--- src/rtl/key_gate_pkg.sv ---
package key_gate_pkg;
  localparam int KEY_W = 4;
  typedef logic [KEY_W-1:0] keyCode_t;

  localparam keyCode_t KEY_LAST_DIGIT = 4'd9;
  localparam keyCode_t KEY_MUTE       = 4'd13;
  localparam keyCode_t KEY_HOLD       = 4'd14;

  // strobes from control to datapath
  typedef struct packed {
    logic accept;
    logic toggleMute;
  } gateCmd_t;
endpackage

--- src/rtl/key_gate_ctrl.sv ---
module key_gate_ctrl
  import key_gate_pkg::*;
(
  input  logic     clk,
  input  logic     rstN,
  input  logic     keyValid,
  input  keyCode_t keyCode,
  input  logic     multiKey,
  input  logic     onHook,
  input  logic [1:0] lockSel,
  output gateCmd_t cmd,
  output logic     holdOn
);
  logic firstPending;
  logic lockedOut;
  logic isDigit, barred, live, holdPass, firstBar, toggleHold;

  always_comb begin
    isDigit    = keyCode <= KEY_LAST_DIGIT;
    barred     = ((keyCode == '0) && (lockSel != 2'd0)) ||
                 ((keyCode == KEY_LAST_DIGIT) && lockSel[1]);
    live       = keyValid && !onHook && !lockedOut && !multiKey;
    holdPass   = !holdOn || (keyCode == KEY_HOLD);
    firstBar   = firstPending && isDigit && barred;
    cmd.accept = live && holdPass && !firstBar;
    cmd.toggleMute = cmd.accept && (keyCode == KEY_MUTE);
    toggleHold = cmd.accept && (keyCode == KEY_HOLD);
  end

  always_ff @(posedge clk or negedge rstN) begin
    if (!rstN) begin
      firstPending <= 1'b1;
      lockedOut    <= 1'b0;
      holdOn       <= 1'b0;
    end else begin
      if (live && holdPass && firstBar) lockedOut <= 1'b1;
      if (cmd.accept && isDigit) firstPending <= 1'b0;
      if (toggleHold) holdOn <= !holdOn;
    end
  end
endmodule

--- src/rtl/key_gate_dp.sv ---
module key_gate_dp
  import key_gate_pkg::*;
#(
  parameter int TONE_HALF_CYC = 1667,
  parameter int TONE_HALFS    = 84
) (
  input  logic     clk,
  input  logic     rstN,
  input  gateCmd_t cmd,
  input  keyCode_t keyCode,
  output logic     outValid,
  output keyCode_t outCode,
  output logic     muteOn,
  output logic     toneOut
);
  localparam int HC_W = $clog2(TONE_HALF_CYC + 1);
  localparam int HL_W = $clog2(TONE_HALFS + 1);
  localparam logic [HC_W-1:0] HALF_LAST = HC_W'(TONE_HALF_CYC - 1);
  localparam logic [HL_W-1:0] HALFS_START = HL_W'(TONE_HALFS - 1);

  logic            toneActive;
  logic [HC_W-1:0] halfCnt;
  logic [HL_W-1:0] halvesLeft;

  always_ff @(posedge clk or negedge rstN) begin
    if (!rstN) begin
      outValid <= 1'b0;
      outCode  <= '0;
      muteOn   <= 1'b0;
    end else begin
      outValid <= cmd.accept;
      if (cmd.accept) outCode <= keyCode;
      if (cmd.toggleMute) muteOn <= !muteOn;
    end
  end

  always_ff @(posedge clk or negedge rstN) begin
    if (!rstN) begin
      toneActive <= 1'b0;
      toneOut    <= 1'b0;
      halfCnt    <= '0;
      halvesLeft <= '0;
    end else if (cmd.accept) begin
      toneActive <= 1'b1;
      toneOut    <= 1'b1;
      halfCnt    <= '0;
      halvesLeft <= HALFS_START;
    end else if (toneActive) begin
      if (halfCnt == HALF_LAST) begin
        halfCnt <= '0;
        if (halvesLeft == '0) begin
          toneActive <= 1'b0;
          toneOut    <= 1'b0;
        end else begin
          toneOut    <= !toneOut;
          halvesLeft <= halvesLeft - 1'b1;
        end
      end else begin
        halfCnt <= halfCnt + 1'b1;
      end
    end
  end
endmodule

--- src/rtl/dial_key_gate.sv ---
module dial_key_gate
  import key_gate_pkg::*;
#(
  parameter int TONE_HALF_CYC = 1667,
  parameter int TONE_HALFS    = 84
) (
  input  logic       clk,
  input  logic       rstN,
  input  logic       keyValid,
  input  logic [3:0] keyCode,
  input  logic       multiKey,
  input  logic       onHook,
  input  logic [1:0] lockSel,
  output logic       outValid,
  output logic [3:0] outCode,
  output logic       holdOn,
  output logic       muteOn,
  output logic       toneOut
);
  gateCmd_t cmd;

  key_gate_ctrl u_ctrl (
    .clk(clk), .rstN(rstN), .keyValid(keyValid), .keyCode(keyCode),
    .multiKey(multiKey), .onHook(onHook), .lockSel(lockSel),
    .cmd(cmd), .holdOn(holdOn)
  );

  key_gate_dp #(.TONE_HALF_CYC(TONE_HALF_CYC), .TONE_HALFS(TONE_HALFS)) u_dp (
    .clk(clk), .rstN(rstN), .cmd(cmd), .keyCode(keyCode),
    .outValid(outValid), .outCode(outCode), .muteOn(muteOn), .toneOut(toneOut)
  );
endmodule

--- config.mk ---
export PLATFORM = sky130hd
export DESIGN_NAME = dial_key_gate
export DESIGN_NICKNAME = d
export VERILOG_FILES = /design/src/rtl/key_gate_pkg.sv /design/src/rtl/key_gate_ctrl.sv /design/src/rtl/key_gate_dp.sv /design/src/rtl/dial_key_gate.sv
export SDC_FILE = /design/constraint.sdc
export NUM_CORES = 1
export LEC_CHECK = 0
export CAP_MARGIN = 20
export CORE_UTILIZATION = 65
export CTS_BUF_LIST = sky130_fd_sc_hd__clkbuf_4 sky130_fd_sc_hd__clkbuf_8
export DETAILED_ROUTE_END_ITERATION = 10
export DONT_BUFFER_PORTS = 1
export GPL_ROUTABILITY_DRIVEN = 0
export PLACE_DENSITY = 0.81
export SYNTH_ARGS = -nofsm -noshare
export SYNTH_HDL_FRONTEND = slang
export SYNTH_SLANG_ARGS = --single-unit
--- constraint.sdc ---
create_clock -name clk -period 1.9 [get_ports clk]
set_input_delay 0.38 -clock clk [delete_from_list [all_inputs] [get_ports clk]]
set_output_delay 0.38 -clock clk [all_outputs]
set_load 0.005 [all_outputs]
== Word level (Yosys, flattened, before mapping) ==
Cells that the tools add are included.
Storage, ports and cells
  bits in registers: 29
  input port bits: 11
  latch bits: 0
  ROM bits: 0
  RAM bits: 0
  word-level logic and storage cells: 62
  memories: 0
  output and inout bits: 8
Cells by class
  $add $sub $neg: 2
  shifts and indexed selects: 0
  multipliers: 0
  equal/unequal tests: 5
  mux-type cells: 15
  divide/modulo/power cells: 0
  reductions and logical operators: 29
  magnitude comparators: 1
  bitwise gates (word level): 0
Operators by type and width (count)
  $mux W11: 3
  $mux W7: 4
  $logic_and A1 B1 Y1: 13
  $eq A4 B4 Y1 const B: 3
  $add A11 B1 Y11 const B: 1
  $eq A11 B11 Y1 const B: 1
  $mux W1: 8
  $logic_not A1 Y1: 7
  $logic_not A7 Y1: 1
  $sub A7 B1 Y7 const B: 1
  $reduce_bool A2 Y1: 3
  $le A4 B4 Y1 const B: 1
  $logic_not A4 Y1: 1
  $reduce_and A3 Y1: 1
  $logic_or A1 B1 Y1: 2
  $ne A2 B2 Y1 const B: 1
  $reduce_and A2 Y1: 1

== Depth between registers and ports, before layout ==
Gate-level depths: netlist of run 1.
  depth in word-level cells: 8
  depth in mapped cells: 8
  gate-level depth less buffers: 7

== Hierarchy ==
A second synthesis of run 1 with hierarchy kept.
Unflattened totals
  cells, all modules: 149
  area total of the unflattened synthesis: 1549.0 µm²
Modules (own cells, without submodules)
  key_gate_dp: seq. area each 650.6 µm², area an instance 1323.8 µm², cells each 127, times used 1
  key_gate_ctrl: seq. area each 76.3 µm², area an instance 225.2 µm², cells each 22, times used 1

== Worst setup path after synthesis of run 1 ==
OpenSTA, ideal clock, no wires.
  path type: reg2reg
  start: register u_dp.halfCnt[8]
  end: register u_dp.halfCnt[9]
  path buffers: 1
  data arrival time: 1.673 ns
  cell stages (with the launch flop): 6
  setup slack: 0.105 ns
  path through: dfrtp_1 > or4b_4 > nor4_4 > buf_4 > o21ai_0 > a32o_1
Between the ends
  word-level cells in the longest chain between the ends: 4
RTL lines
  from (decl): line key_gate_dp.sv:22  | logic [HC_W-1:0] halfCnt;
  from (signal assigned): line key_gate_dp.sv:59  | halfCnt <= halfCnt + 1'b1;
  $add A11 B1 Y11 / $eq A11 B11 Y1 (equally long branches): line key_gate_dp.sv:59, key_gate_dp.sv:49
  $mux W11 *: line key_gate_dp.sv:49  | if (halfCnt == HALF_LAST) begin
  $mux W11 *: line key_gate_dp.sv:48  | end else if (toneActive) begin
  $mux W11 *: line key_gate_dp.sv:43  | end else if (cmd.accept) begin
Mark *: on every way between the ends. The rest lies on a longest branch, timed or not. The select of a mux whose other input is x is not followed.
A chain may end at the register's enable or synchronous reset.

== Worst setup path after layout of run 1 ==
  start: register u_dp.halfCnt[8]
  end: register u_dp.halfCnt[7]
Between the ends
  word-level cells in the longest chain between the ends: 4
RTL lines (line)
  $eq A11 B11 Y1: key_gate_dp.sv:49
  $mux W11: key_gate_dp.sv:49
  $mux W11: key_gate_dp.sv:48
  $mux W11: key_gate_dp.sv:43
No other way between the ends. The select of a mux whose other input is x is not followed.

==> metrics.md, run 1 <==
| Metric | Value |
|---|---|
| Status | `complete, but fails checks` |
| Failing checks | `negative setup slack` |
| Final slew viol count | `0` |
| Area grow syn2layout | `17.4%` |
| Top post-synthesis cells by area | `dfrtp_1 46%, nand2_1 6.7%, ha_1 3.3%` |
| Distinct cells, synth | `42` |
| Initial Utilization | `68.8%` |
| Number of synthesized flops with an enable pin | `0` |
| Most used cell, CP | `buf_4` |
| Clock root cell | `clkbuf_4` |
| Crit share post-route | `102%` |
| Async SR Flop Fraction | `100%` |
| Core box area | `2190 µm²` |
| CTS tree | `done` |
| Most frequent cells after synthesis | `28 x dfrtp_1, 27 x nand2_1, 13 x nor2_1` |
| Max clock buf depth | `2` |
| CP Buf/Inv Count | `3` |
| Synth area leader | `dfrtp_1` |
| Total clock sinks | `29` |
| Crit path max-delay family | `simple AND/OR/NAND/NOR gates` |
| Initial antenna violation count | `0` |
| Most common cell in the netlist | `dfrtp_1` |
| Final Util | `80.8%` |
| Clock Skew | `roughly 0.016 ns` |
| WP data arrival | `2.17 ns` |
| Critical path cell sequence | `or4b_4, nor4_4, buf_4, buf_6, buf_4, nor2_1, o211a_1` |
| Unrepaired setup endpoints after global routing | `true` |
| Sequential area share after synthesis | `48.2%` |
| Inserted Diodes | `0` |
| Sw Share | `between 30 and 40%` |
| Row cnt | `17` |
| Fill cells | `around 140` |
| Via/cell ratio | `6.24` |
| Die X | `50.2 µm` |
| Initial DRT Pass Iterations | `4` |
| Antenna Violating Nets Remaining | `0` |
| HP Class | `input pin to register` |
| Peak supply drop | `1.02 mV` |
| DPL Wire Length | `2.25 mm` |
| Syn avg cell area | `9.31 µm²` |
| PD cells | `around 1000 nW/µm²` |
| Die height | `~50 µm` |
| Synth Cell Area | `about 1500 µm²` |
| Vias | `1291` |
| Worst skew pair latency | `between 0.3 and 0.4 ns` |
| Syn Nets | `177` |
| Final cell count without fillers | `207` |
| DRT iter0 DRCs | `44` |
| Pin slew with the least headroom to its limit | `0.531 ns` |
| Combinational Power Share | `a little over a fifth` |
| Nets | `193` |
| #FFs+latches synth | `29` |
| Sequential group share of total power | `roughly half` |
| Critical Path Start Type | `register` |
| GR Util All Layers | `between 30% and 40%` |
| Crit Path Max Fanout | `5` |
| Total leakage power | `roughly 0.79 nW` |
| Setup violators final | `5` |
| Synth Flop Type | `dfrtp_1` |
| Max Fclk | `518 MHz` |
| Worst-path clk slew | `0.10 ns` |
| Num ports | `19` |
| Clock group share of total power | `approximately 30%` |
| Period minus WS final | `1.93 ns` |
| Slowest cell on crit path | `or4b_4` |
| Crit Path Class | `register to register` |
| Drt total wl | `3.28 mm` |
| H-tree depth | `2` |
| Synth top area share | `46.5%` |
| Final Hold Vio Count | `0` |
| DRC viols | `0` |
| Gr ovfl total | `0` |
| Share of cells above drive strength 1 | `19.0%` |
| Relative slew slack | `64.6%` |
| Worst path required time | `2.14 ns` |
| # Max-Cap Violations | `0` |
| Die ar. | `~2500 µm²` |
| P_sw | `0.561 mW` |
| Port Buffers | `0` |
| Dpl cells | `194` |
| Synth Instances | `162` |
| First-pass GRT wire length | `5.51 mm` |
| Synth warn | `0` |
| Total power | `around 1.9 mW` |
| Vias in the first global route | `1297` |
| Num CTS Buffers | `5` |
| Slowest stage delay, CP | `roughly 0.55 ns` |
| Largest net degree at the start of global routing | `30` |
| Pint | `approximately 1.3 mW` |
| Crit end category | `register` |
| Drt wl/cell | `15.9 µm` |
| Worst Slack Setup Final | `-0.0304 ns` |
## per-stage QoR
| stage | cell area, µm² | hold slack [ns] | setup TNS (ns) | setup slack [ns] |
|---|---|---|---|---|
| after floorplan | 1510 | 0.0844 | 0 | 0.105 |
| after global placement | 1590 | 0.0849 | 0 | 0.0361 |
| after detailed placement | 1590 | 0.0849 | 0 | 0.0274 |
| after CTS | 1700 | 0.144 | 0 | 0.00788 |
| after global routing | 1770 | 0.153 | -0.705 | -0.0842 |
| final | 1770 | 0.158 | -0.0783 | -0.0304 |
## final timing paths
kind	to	cells after the start	slack, ns	startpoint
max	u_dp.halfCnt[7]	7	-0.03	u_dp.halfCnt[8]
min in group asynchronous	u_dp.halfCnt[8]	2	0.46	rstN
max in group asynchronous	u_ctrl.firstPending	2	1.21	rstN
min reg2reg	u_ctrl.firstPending	1	0.50	u_ctrl.firstPending
min	u_dp.outCode[1]	2	0.16	keyCode[1]
max reg2reg	u_dp.halfCnt[7]	7	-0.03	u_dp.halfCnt[8]
## power by group through the flow
stage | logic (mW) | clock network, mW | registers [mW]
4_1_cts | 0.389 | 0.554 | 0.901
5_1_grt | 0.467 | 0.577 | 0.923
6_report | 0.408 | 0.547 | 0.902
3_5_place_dp | 0.366 | 0 | 0.910
2_1_floorplan | 0.239 | 0 | 0.891
3_3_place_gp | 0.348 | 0 | 0.899
## cells by family (layout without fill, tap and decap cells)
logic type / after synthesis / count (layout) / synth area share, %
flops: 29 / 29 / 48.2
compound gates: 25 / 25 / 10.5
buf+inv: 12 / 29 / 3.40
mux: 2 / 2 / 1.41
simple gates: 82 / 82 / 28.5
xor+xnor: 8 / 8 / 4.65
fa+ha+maj: 4 / 4 / 3.32
## cell usage in the layout, fill, tap and decap left out, types with 3 or more instances in the layout
master / instances
a21oi_1: 5
buf_4: 11
clkbuf_4: 6
dfrtp_1: 28
ha_1: 4
inv_1: 7
nand2_1: 27
nand3_1: 8
nor2_1: 12
nor3_1: 8
o21ai_0: 7
or3_1: 4
xnor2_1: 3
xor2_1: 4
## routing by layer
layer / global-route usage, % / up-vias / routed length [µm]
li1: - / 599 / -
met1: 34.5 / 622 / 1310
met2: 50.9 / 54 / 1660
met3: 7.58 / 16 / 194
met4: 20.5 / 0 / 119
met5: 0 / - / 0
## flip-flops by register name, indices dropped and copies added (netlist names)
| name | count |
|---|---|
| u_dp.outValid | 1 |
| u_ctrl.lockedOut | 1 |
| u_dp.toneOut | 1 |
| u_dp.halfCnt | 11 |
| u_dp.muteOn | 1 |
| u_dp.outCode | 4 |
| u_dp.halvesLeft | 7 |
| u_ctrl.holdOn | 1 |
| u_dp.toneActive | 1 |
| u_ctrl.firstPending | 1 |
## what timing repair did
item	4_1_cts	5_1_grt
setup buffers	0	3
setup endpoints to repair	0	11
endpoints found under the hold margin	29	0
resized for setup	0	12
hold buffers	2	0
## cell type report
type	count	area, µm²	share of cell area [%]
multi-input cells	121	769	43.5
flip-flops and latches	29	727	41.1
clock buffers	7	58.8	3.32
inverters	7	26.3	1.48
well taps	28	35.0	1.98
repair buffers	14	124	7.00
clock inverters	1	30.0	1.70
No activity file was read; power rests on OpenSTA's default activity.
==> run 2: changes to the inputs <==
--- a/config.mk
+++ b/config.mk
@@ -6,12 +6,14 @@
 export NUM_CORES = 1
 export LEC_CHECK = 0
 export CAP_MARGIN = 20
+export CORE_ASPECT_RATIO = 0.9
 export CORE_UTILIZATION = 65
 export CTS_BUF_LIST = sky130_fd_sc_hd__clkbuf_4 sky130_fd_sc_hd__clkbuf_8
 export DETAILED_ROUTE_END_ITERATION = 10
 export DONT_BUFFER_PORTS = 1
 export GPL_ROUTABILITY_DRIVEN = 0
 export PLACE_DENSITY = 0.81
+export SETUP_SLACK_MARGIN = 0.1
 export SYNTH_ARGS = -nofsm -noshare
 export SYNTH_HDL_FRONTEND = slang
 export SYNTH_SLANG_ARGS = --single-unit
==> run 2 against run 1 <==
Cell area grew 0.92%. Hold slack lost 0.0035 ns. Sequential cell count is the same. Highest routed layer unchanged. Cell count grew 1.4%. First-iteration DRC count grew 16%. Power shrank 3.5%. The run now ends clean. Critical endpoint is now u_dp.halvesLeft[1]. Setup slack gained 0.051 ns.
==> metrics.md, run 2 (same netlist as run 1, synthesis figures left out) <==
| Metric | Value |
|---|---|
| Antenna Violating Nets Remaining | `0 (unchanged)` |
| Crit share post-route | `98.9% (was 102%)` |
| Unrepaired setup endpoints after global routing | `true (unchanged)` |
| Worst hold margin | `0.154 ns (was 0.158 ns)` |
| Clock root cell | `clkbuf_4 (unchanged)` |
| DRC viols | `0 (unchanged)` |
| Final Hold Vio Count | `0 (unchanged)` |
| Period minus WS final | `1.88 ns (was 1.93 ns)` |
| GR Util All Layers | `30.8% (was 30.6%)` |
| Die height | `47.7 µm (was 50.2 µm)` |
| Met1 usage | `35.8% (was 34.5%)` |
| Max Fclk | `532 MHz (was 518 MHz)` |
| Critical Path Start | `u_dp.halfCnt[8] (unchanged)` |
| Inserted Diodes | `0 (unchanged)` |
| Gr ovfl total | `0 (unchanged)` |
| Vias | `1278 (was 1291)` |
| Post-route cell area | `1790 µm² (was 1770 µm²)` |
| Final slew viol count | `0 (unchanged)` |
| Num CTS Buffers | `5 (unchanged)` |
| CTS tree | `done (unchanged)` |
| Peak supply drop | `0.836 mV (was 1.02 mV)` |
| Initial antenna violation count | `0 (unchanged)` |
| Worst-path clk slew | `0.09 ns (was 0.10 ns)` |
| Drt total wl | `3.43 mm (was 3.28 mm)` |
| Initial DRT Pass Iterations | `4 (unchanged)` |
| PD cells | `1000 nW/µm² (was 1050 nW/µm²)` |
| # Max-Cap Violations | `0 (unchanged)` |
| Flip-flop count of the largest register after layout | `11 (unchanged)` |
| Most frequent cells in the layout | `28 x dfrtp_1, 27 x nand2_1, 13 x nor2_1, 13 x buf_4, 9 x o21ai_0 (was 28 x dfrtp_1, 27 x nand2_1, 12 x nor2_1)` |
| H-tree depth | `2 (unchanged)` |
| Core box area | `2180 µm² (was 2190 µm²)` |
| Share of cells above drive strength 1 | `22.4% (was 19.0%)` |
| Drt wl/cell | `16.3 µm (was 15.9 µm)` |
| Critical R2R Launch | `u_dp.halfCnt[8] (unchanged)` |
| Status | `complete, no violations (was complete, but fails checks)` |
| Critical Path Start Type | `register (unchanged)` |
| WP data arrival | `2.09 ns (was 2.17 ns)` |
| Total leakage power | `0.792 nW (was 0.785 nW)` |
| Clock Skew | `0.00987 ns (was 0.0158 ns)` |
| Max clock buf depth | `2 (unchanged)` |
| HP Class | `input pin to register (unchanged)` |
| Crit path max-delay family | `simple AND/OR/NAND/NOR gates (unchanged)` |
| Met3 usage | `10.5% (was 7.58%)` |
| Initial Utilization | `69.1% (was 68.8%)` |
| Vias in the first global route | `1186 (was 1297)` |
| Die ar. | `2520 µm² (about the same)` |
| Most common cell after layout, fill and taps aside | `dfrtp_1 (unchanged)` |
| Crit Path Max Fanout | `8 (was 5)` |
| Nets | `197 (was 193)` |
| GR peak layer | `met2 (unchanged)` |
| Area grow syn2layout | `18.5% (was 17.4%)` |
| Worst skew pair latency | `0.33 ns (was 0.35 ns)` |
| Relative slew slack | `76.4% (was 64.6%)` |
| Biggest regs | `u_dp.halfCnt (11), u_dp.halvesLeft (7), u_dp.outCode (4) (unchanged)` |
| Num ports | `19 (unchanged)` |
| Crit Path Class | `register to register (unchanged)` |
| Pin slew with the least headroom to its limit | `0.351 ns (was 0.531 ns)` |
| Most flop-heavy register | `u_dp.halfCnt (unchanged)` |
| DRT iter0 DRCs | `51 (was 44)` |
| CP Buf/Inv Count | `1 (was 3)` |
| Critical path cell sequence | `or4b_4, nor4_4, buf_6, and3_4, mux2i_1, or2_1 (was or4b_4, nor4_4, buf_4, buf_6, buf_4, nor2_1, o211a_1)` |
| Total clock sinks | `29 (unchanged)` |
| Largest net degree at the start of global routing | `30 (unchanged)` |
| Port Buffers | `0 (unchanged)` |
| Met2 Use GR | `54.4% (was 50.9%)` |
| Row cnt | `16 (was 17)` |
| Setup violators final | `0 (was 5)` |
| DP Area | `1620 µm² (was 1590 µm²)` |
| Crit end category | `register (unchanged)` |
| Slowest cell on crit path | `or4b_4 (unchanged)` |
| Worst path required time | `2.11 ns (was 2.14 ns)` |
| DPL Wire Length | `2.28 mm (was 2.25 mm)` |
| First-pass GRT wire length | `5.33 mm (was 5.51 mm)` |
| Hold Startpoint | `keyCode[1] (unchanged)` |
| Slowest stage delay, CP | `0.55 ns (about the same)` |
| Die X | `52.8 µm (was 50.2 µm)` |
| Via/cell ratio | `6.09 (was 6.24)` |
## run 2: power breakdown
group          switching (mW)  total, mW  internal, mW
Combinational           0.234      0.472         0.239
Clock                   0.216      0.427         0.211
Sequential              0.139      0.894         0.755
## run 2: routing by layer
metal | vias to the layer above | part of all wire, %
li1 | 611 | -
met1 | 610 | 44
met2 | 49 | 49
met3 | 8 | 5.7
met4 | 0 | 1.5
met5 | - | 0
## run 2: repair_timing
action / 4_1_cts / 5_1_grt
resized for setup: 9 / 4
pin swaps: 4 / 5
setup buffers: 1 / 2
hold buffers: 2 / 0
hold endpoints to repair: 29 / 0
setup endpoints to repair: 13 / 26
## run 2: through the flow
| step | total power [mW] | setup TNS, ns | setup WS, ns | util, % | cells |
|---|---|---|---|---|---|
| finish | 1.79 | 0 | 0.0208 | 81.9 | 210 |
| floorplan | 1.13 | 0 | 0.105 | - | 162 |
| global route | 1.89 | -0.317 | -0.0781 | 81.9 | 210 |
| global placement | 1.27 | 0 | 0.0785 | 74.3 | 198 |
| CTS | 1.76 | 0 | 0.0423 | 80.4 | 208 |
| detailed placement | 1.31 | -0.00505 | -0.00505 | 74.3 | 198 |
## run 2: worst paths after layout
kind,cells past startpoint,to,slack [ns]
setup / recovery,6,u_dp.halvesLeft[1],0.02
max in group asynchronous,2,u_ctrl.firstPending,1.18
hold / removal,2,u_dp.outCode[1],0.15
setup reg to reg,6,u_dp.halvesLeft[1],0.02
hold reg to reg,1,u_ctrl.firstPending,0.49
min in group asynchronous,2,u_dp.outValid,0.48
## run 2: final cells by class
cell class | count | area, µm²
Inverter | 7 | 26.3
Multi-Input combinational cell | 121 | 772
Fill cell | 135 | 395
Timing Repair Buffer | 18 | 161
Tap cell | 27 | 33.8
Sequential cell | 29 | 727
Clock buffer | 8 | 66.3
## run 2: worst reg2reg max path, stage by stage, from the launching register on
cell     delay (ns)
dfrtp_1        0.39
or4b_4         0.55
nor4_4         0.16
buf_6          0.17
and3_4         0.22
mux2i_1        0.07
or2_1          0.21
==> run 3: changes to the inputs <==
--- a/config.mk
+++ b/config.mk
@@ -6,13 +6,15 @@
 export NUM_CORES = 1
 export LEC_CHECK = 0
 export CAP_MARGIN = 20
+export CELL_PAD_IN_SITES_DETAIL_PLACEMENT = 0
+export CELL_PAD_IN_SITES_GLOBAL_PLACEMENT = 1
 export CORE_ASPECT_RATIO = 0.9
-export CORE_UTILIZATION = 65
+export CORE_UTILIZATION = 50
 export CTS_BUF_LIST = sky130_fd_sc_hd__clkbuf_4 sky130_fd_sc_hd__clkbuf_8
 export DETAILED_ROUTE_END_ITERATION = 10
 export DONT_BUFFER_PORTS = 1
 export GPL_ROUTABILITY_DRIVEN = 0
-export PLACE_DENSITY = 0.81
+export PLACE_DENSITY_LB_ADDON = 0.1
 export SETUP_SLACK_MARGIN = 0.1
 export SYNTH_ARGS = -nofsm -noshare
 export SYNTH_HDL_FRONTEND = slang
==> run 3 against run 2 <==
The run now ends with negative setup slack left. First-iteration DRC count shrank 5.9%. Sequential power grew 1%. Wire length grew 0.99%. Non-clock buffer count grew 6. Clock skew shrank 0.0044 ns.
==> metrics.md, run 3 (same netlist as run 1, synthesis figures left out) <==
| Metric | Value |
|---|---|
| Status | `complete, but fails checks (was complete, no violations)` |
| Failing checks | `negative setup slack` |
| Worst path required time | `2.17 ns (was 2.11 ns)` |
| Critical Path Start Type | `register (unchanged)` |
| Core box area | `2820 µm² (was 2180 µm²)` |
| Worst-path clk slew | `0.09 ns (about the same)` |
| Most frequent cells in the layout | `28 x dfrtp_1, 26 x nand2_1, 16 x buf_4 (was 28 x dfrtp_1, 27 x nand2_1, 13 x nor2_1, 13 x buf_4, 9 x o21ai_0)` |
| First-pass GRT wire length | `5.22 mm (was 5.33 mm)` |
| Worst Slack Setup Final | `-0.0139 ns (was 0.0208 ns)` |
| Initial DRT Pass Iterations | `4 (unchanged)` |
| Hold Path Depth | `2 (unchanged)` |
| Nets | `203 (was 197)` |
| Period minus WS final | `1.91 ns (was 1.88 ns)` |
| Row cnt | `18 (was 16)` |
| Relative slew slack | `75.3% (was 76.4%)` |
| Die height | `54.1 µm (was 47.7 µm)` |
| WP data arrival | `2.18 ns (was 2.09 ns)` |
| Crit Path Class | `register to register (unchanged)` |
| Unrepaired setup endpoints after global routing | `true (unchanged)` |
| Vias | `1293 (was 1278)` |
| Via/cell ratio | `5.65 (was 6.09)` |
| Port Buffers | `0 (unchanged)` |
| Clock Skew | `0.00543 ns (was 0.00987 ns)` |
| Peak supply drop | `0.600 mV (was 0.836 mV)` |
| TNS Setup | `-0.0139 ns (was 0 ns)` |
| Num ports | `19 (unchanged)` |
| Most flop-heavy register | `u_dp.halfCnt (unchanged)` |
| Sink of the worst hold path | `u_dp.outCode[1] (unchanged)` |
| Initial Utilization | `53.6% (was 69.1%)` |
| Setup violators final | `1 (was 0)` |
| Total leakage power | `0.833 nW (was 0.792 nW)` |
| Final Hold Vio Count | `0 (unchanged)` |
| Biggest regs | `u_dp.halfCnt (11), u_dp.halvesLeft (7), u_dp.outCode (4) (unchanged)` |
| DP Area | `1650 µm² (was 1620 µm²)` |
| # Max-Cap Violations | `0 (unchanged)` |
| Die ar. | `3240 µm² (was 2520 µm²)` |
| Hold Startpoint | `keyCode[1] (unchanged)` |
| DRC viols | `0 (unchanged)` |
| Drt total wl | `3.46 mm (was 3.43 mm)` |
| FF+latch area | `727 µm² (unchanged)` |
| Max clock buf depth | `2 (unchanged)` |
| Inserted Diodes | `0 (unchanged)` |
| Drt wl/cell | `15.1 µm (was 16.3 µm)` |
| GR Util All Layers | `22.9% (was 30.8%)` |
| Share of cells above drive strength 1 | `27.5% (was 22.4%)` |
| Initial antenna violation count | `0 (unchanged)` |
| Total clock sinks | `29 (unchanged)` |
| Flop2flop setup slack | `-0.01 ns (was 0.02 ns)` |
| R2R depth | `6 (unchanged)` |
| Critical R2R Launch | `u_dp.halfCnt[6] (was u_dp.halfCnt[8])` |
| PD cells | `952 nW/µm² (was 1000 nW/µm²)` |
| Gr ovfl total | `0 (unchanged)` |
| Die X | `59.9 µm (was 52.8 µm)` |
| Vias in the first global route | `1181 (was 1186)` |
| Fill cells | `228 (was 135)` |
| Final slew viol count | `0 (unchanged)` |
| Most common cell after layout, fill and taps aside | `dfrtp_1 (unchanged)` |
| Flip-flop count of the largest register after layout | `11 (unchanged)` |
| Worst skew pair latency | `0.34 ns (was 0.33 ns)` |
| DRT iter0 DRCs | `48 (was 51)` |
| CTS tree | `done (unchanged)` |
| Num CTS Buffers | `5 (unchanged)` |
| Crit Path Max Fanout | `4 (was 8)` |
| Area grow syn2layout | `25.7% (was 18.5%)` |
| HP Class | `input pin to register (unchanged)` |
| Crit share post-route | `101% (was 98.9%)` |
| Post-route cell area | `1900 µm² (was 1790 µm²)` |
| Largest net degree at the start of global routing | `30 (unchanged)` |
| Pin slew with the least headroom to its limit | `0.368 ns (was 0.351 ns)` |
| Multi-input gate area | `815 µm² (was 772 µm²)` |
| Antenna Violating Nets Remaining | `0 (unchanged)` |
| DPL Wire Length | `2.26 mm (was 2.28 mm)` |
| H-tree depth | `2 (unchanged)` |
| Crit end category | `register (unchanged)` |
| Max Fclk | `522 MHz (was 532 MHz)` |
| FF-to-FF End | `u_dp.halvesLeft[2] (was u_dp.halvesLeft[1])` |
| Clock root cell | `clkbuf_4 (unchanged)` |
-- run 3: changes by cell type in the layout (fill, tap and decap cells not counted), sizes merged --
cell / previous run / this run
buf: 17 / 23
-- run 3: routing by layer --
metal / GRT usage (%) / vias up / wire (µm)
met5: 0 / - / 0
met4: 9.30 / 0 / 59
met3: 8.17 / 8 / 159
met2: 35.7 / 33 / 1680
met1: 28.9 / 630 / 1570
li1: - / 622 / -
-- run 3: worst max path at each step --
stage | start | to | slack [ns] | cells past startpoint
floorplan | u_dp.halfCnt[8] | u_dp.halfCnt[9] | 0.11 | 5
global placement | u_dp.halfCnt[8] | u_dp.halvesLeft[2] | 0.008 | 5
detailed placement | u_dp.halfCnt[8] | u_dp.halvesLeft[2] | -0.07 | 5
CTS | u_dp.halfCnt[6] | u_dp.halvesLeft[2] | -0.04 | 6
global route | u_dp.halfCnt[6] | u_dp.halvesLeft[2] | -0.07 | 6
finish | u_dp.halfCnt[6] | u_dp.halvesLeft[2] | -0.01 | 6
-- run 3: where the power goes --
group	internal, mW	switching, mW
clock	0.190	0.216
combinational	0.267	0.224
sequential	0.755	0.152
total	1.21	0.593
-- run 3: cell type report --
type | instances | share of cell area, %
clock buffer | 8 | 3.17
sequential | 29 | 38.3
timing repair buffer | 24 | 11.5
tap | 40 | 2.64
inverter | 7 | 1.39
multi-input combinational | 121 | 43.0
-- run 3: through the flow --
stage | utilization, % | hold WS, ns | cells | setup WS (ns) | power [mW]
finish | 67.3 | 0.149 | 229 | -0.0139 | 1.81
floorplan | - | 0.0844 | 162 | 0.105 | 1.13
CTS | 63.5 | 0.143 | 224 | -0.0445 | 1.74
detailed placement | 58.4 | 0.0850 | 212 | -0.0681 | 1.30
global placement | 58.4 | 0.0849 | 212 | 0.00763 | 1.27
global route | 67.3 | 0.139 | 229 | -0.0677 | 1.91
-- run 3: worst max-delay path, cell delays in order (launching register included) --
cell	delay (ns)
dfrtp_1	0.39
or4b_4	0.56
nor4_4	0.17
buf_4	0.19
nand3_2	0.09
or3_4	0.33
a21oi_2	0.11
-- run 3: timing repair --
action	CTS	global route
buffers inserted	2	5
endpoints found under the setup margin	16	26
hold endpoints to repair	29	0
resized for setup	11	16
pin swaps	14	10
hold buffers	2	0
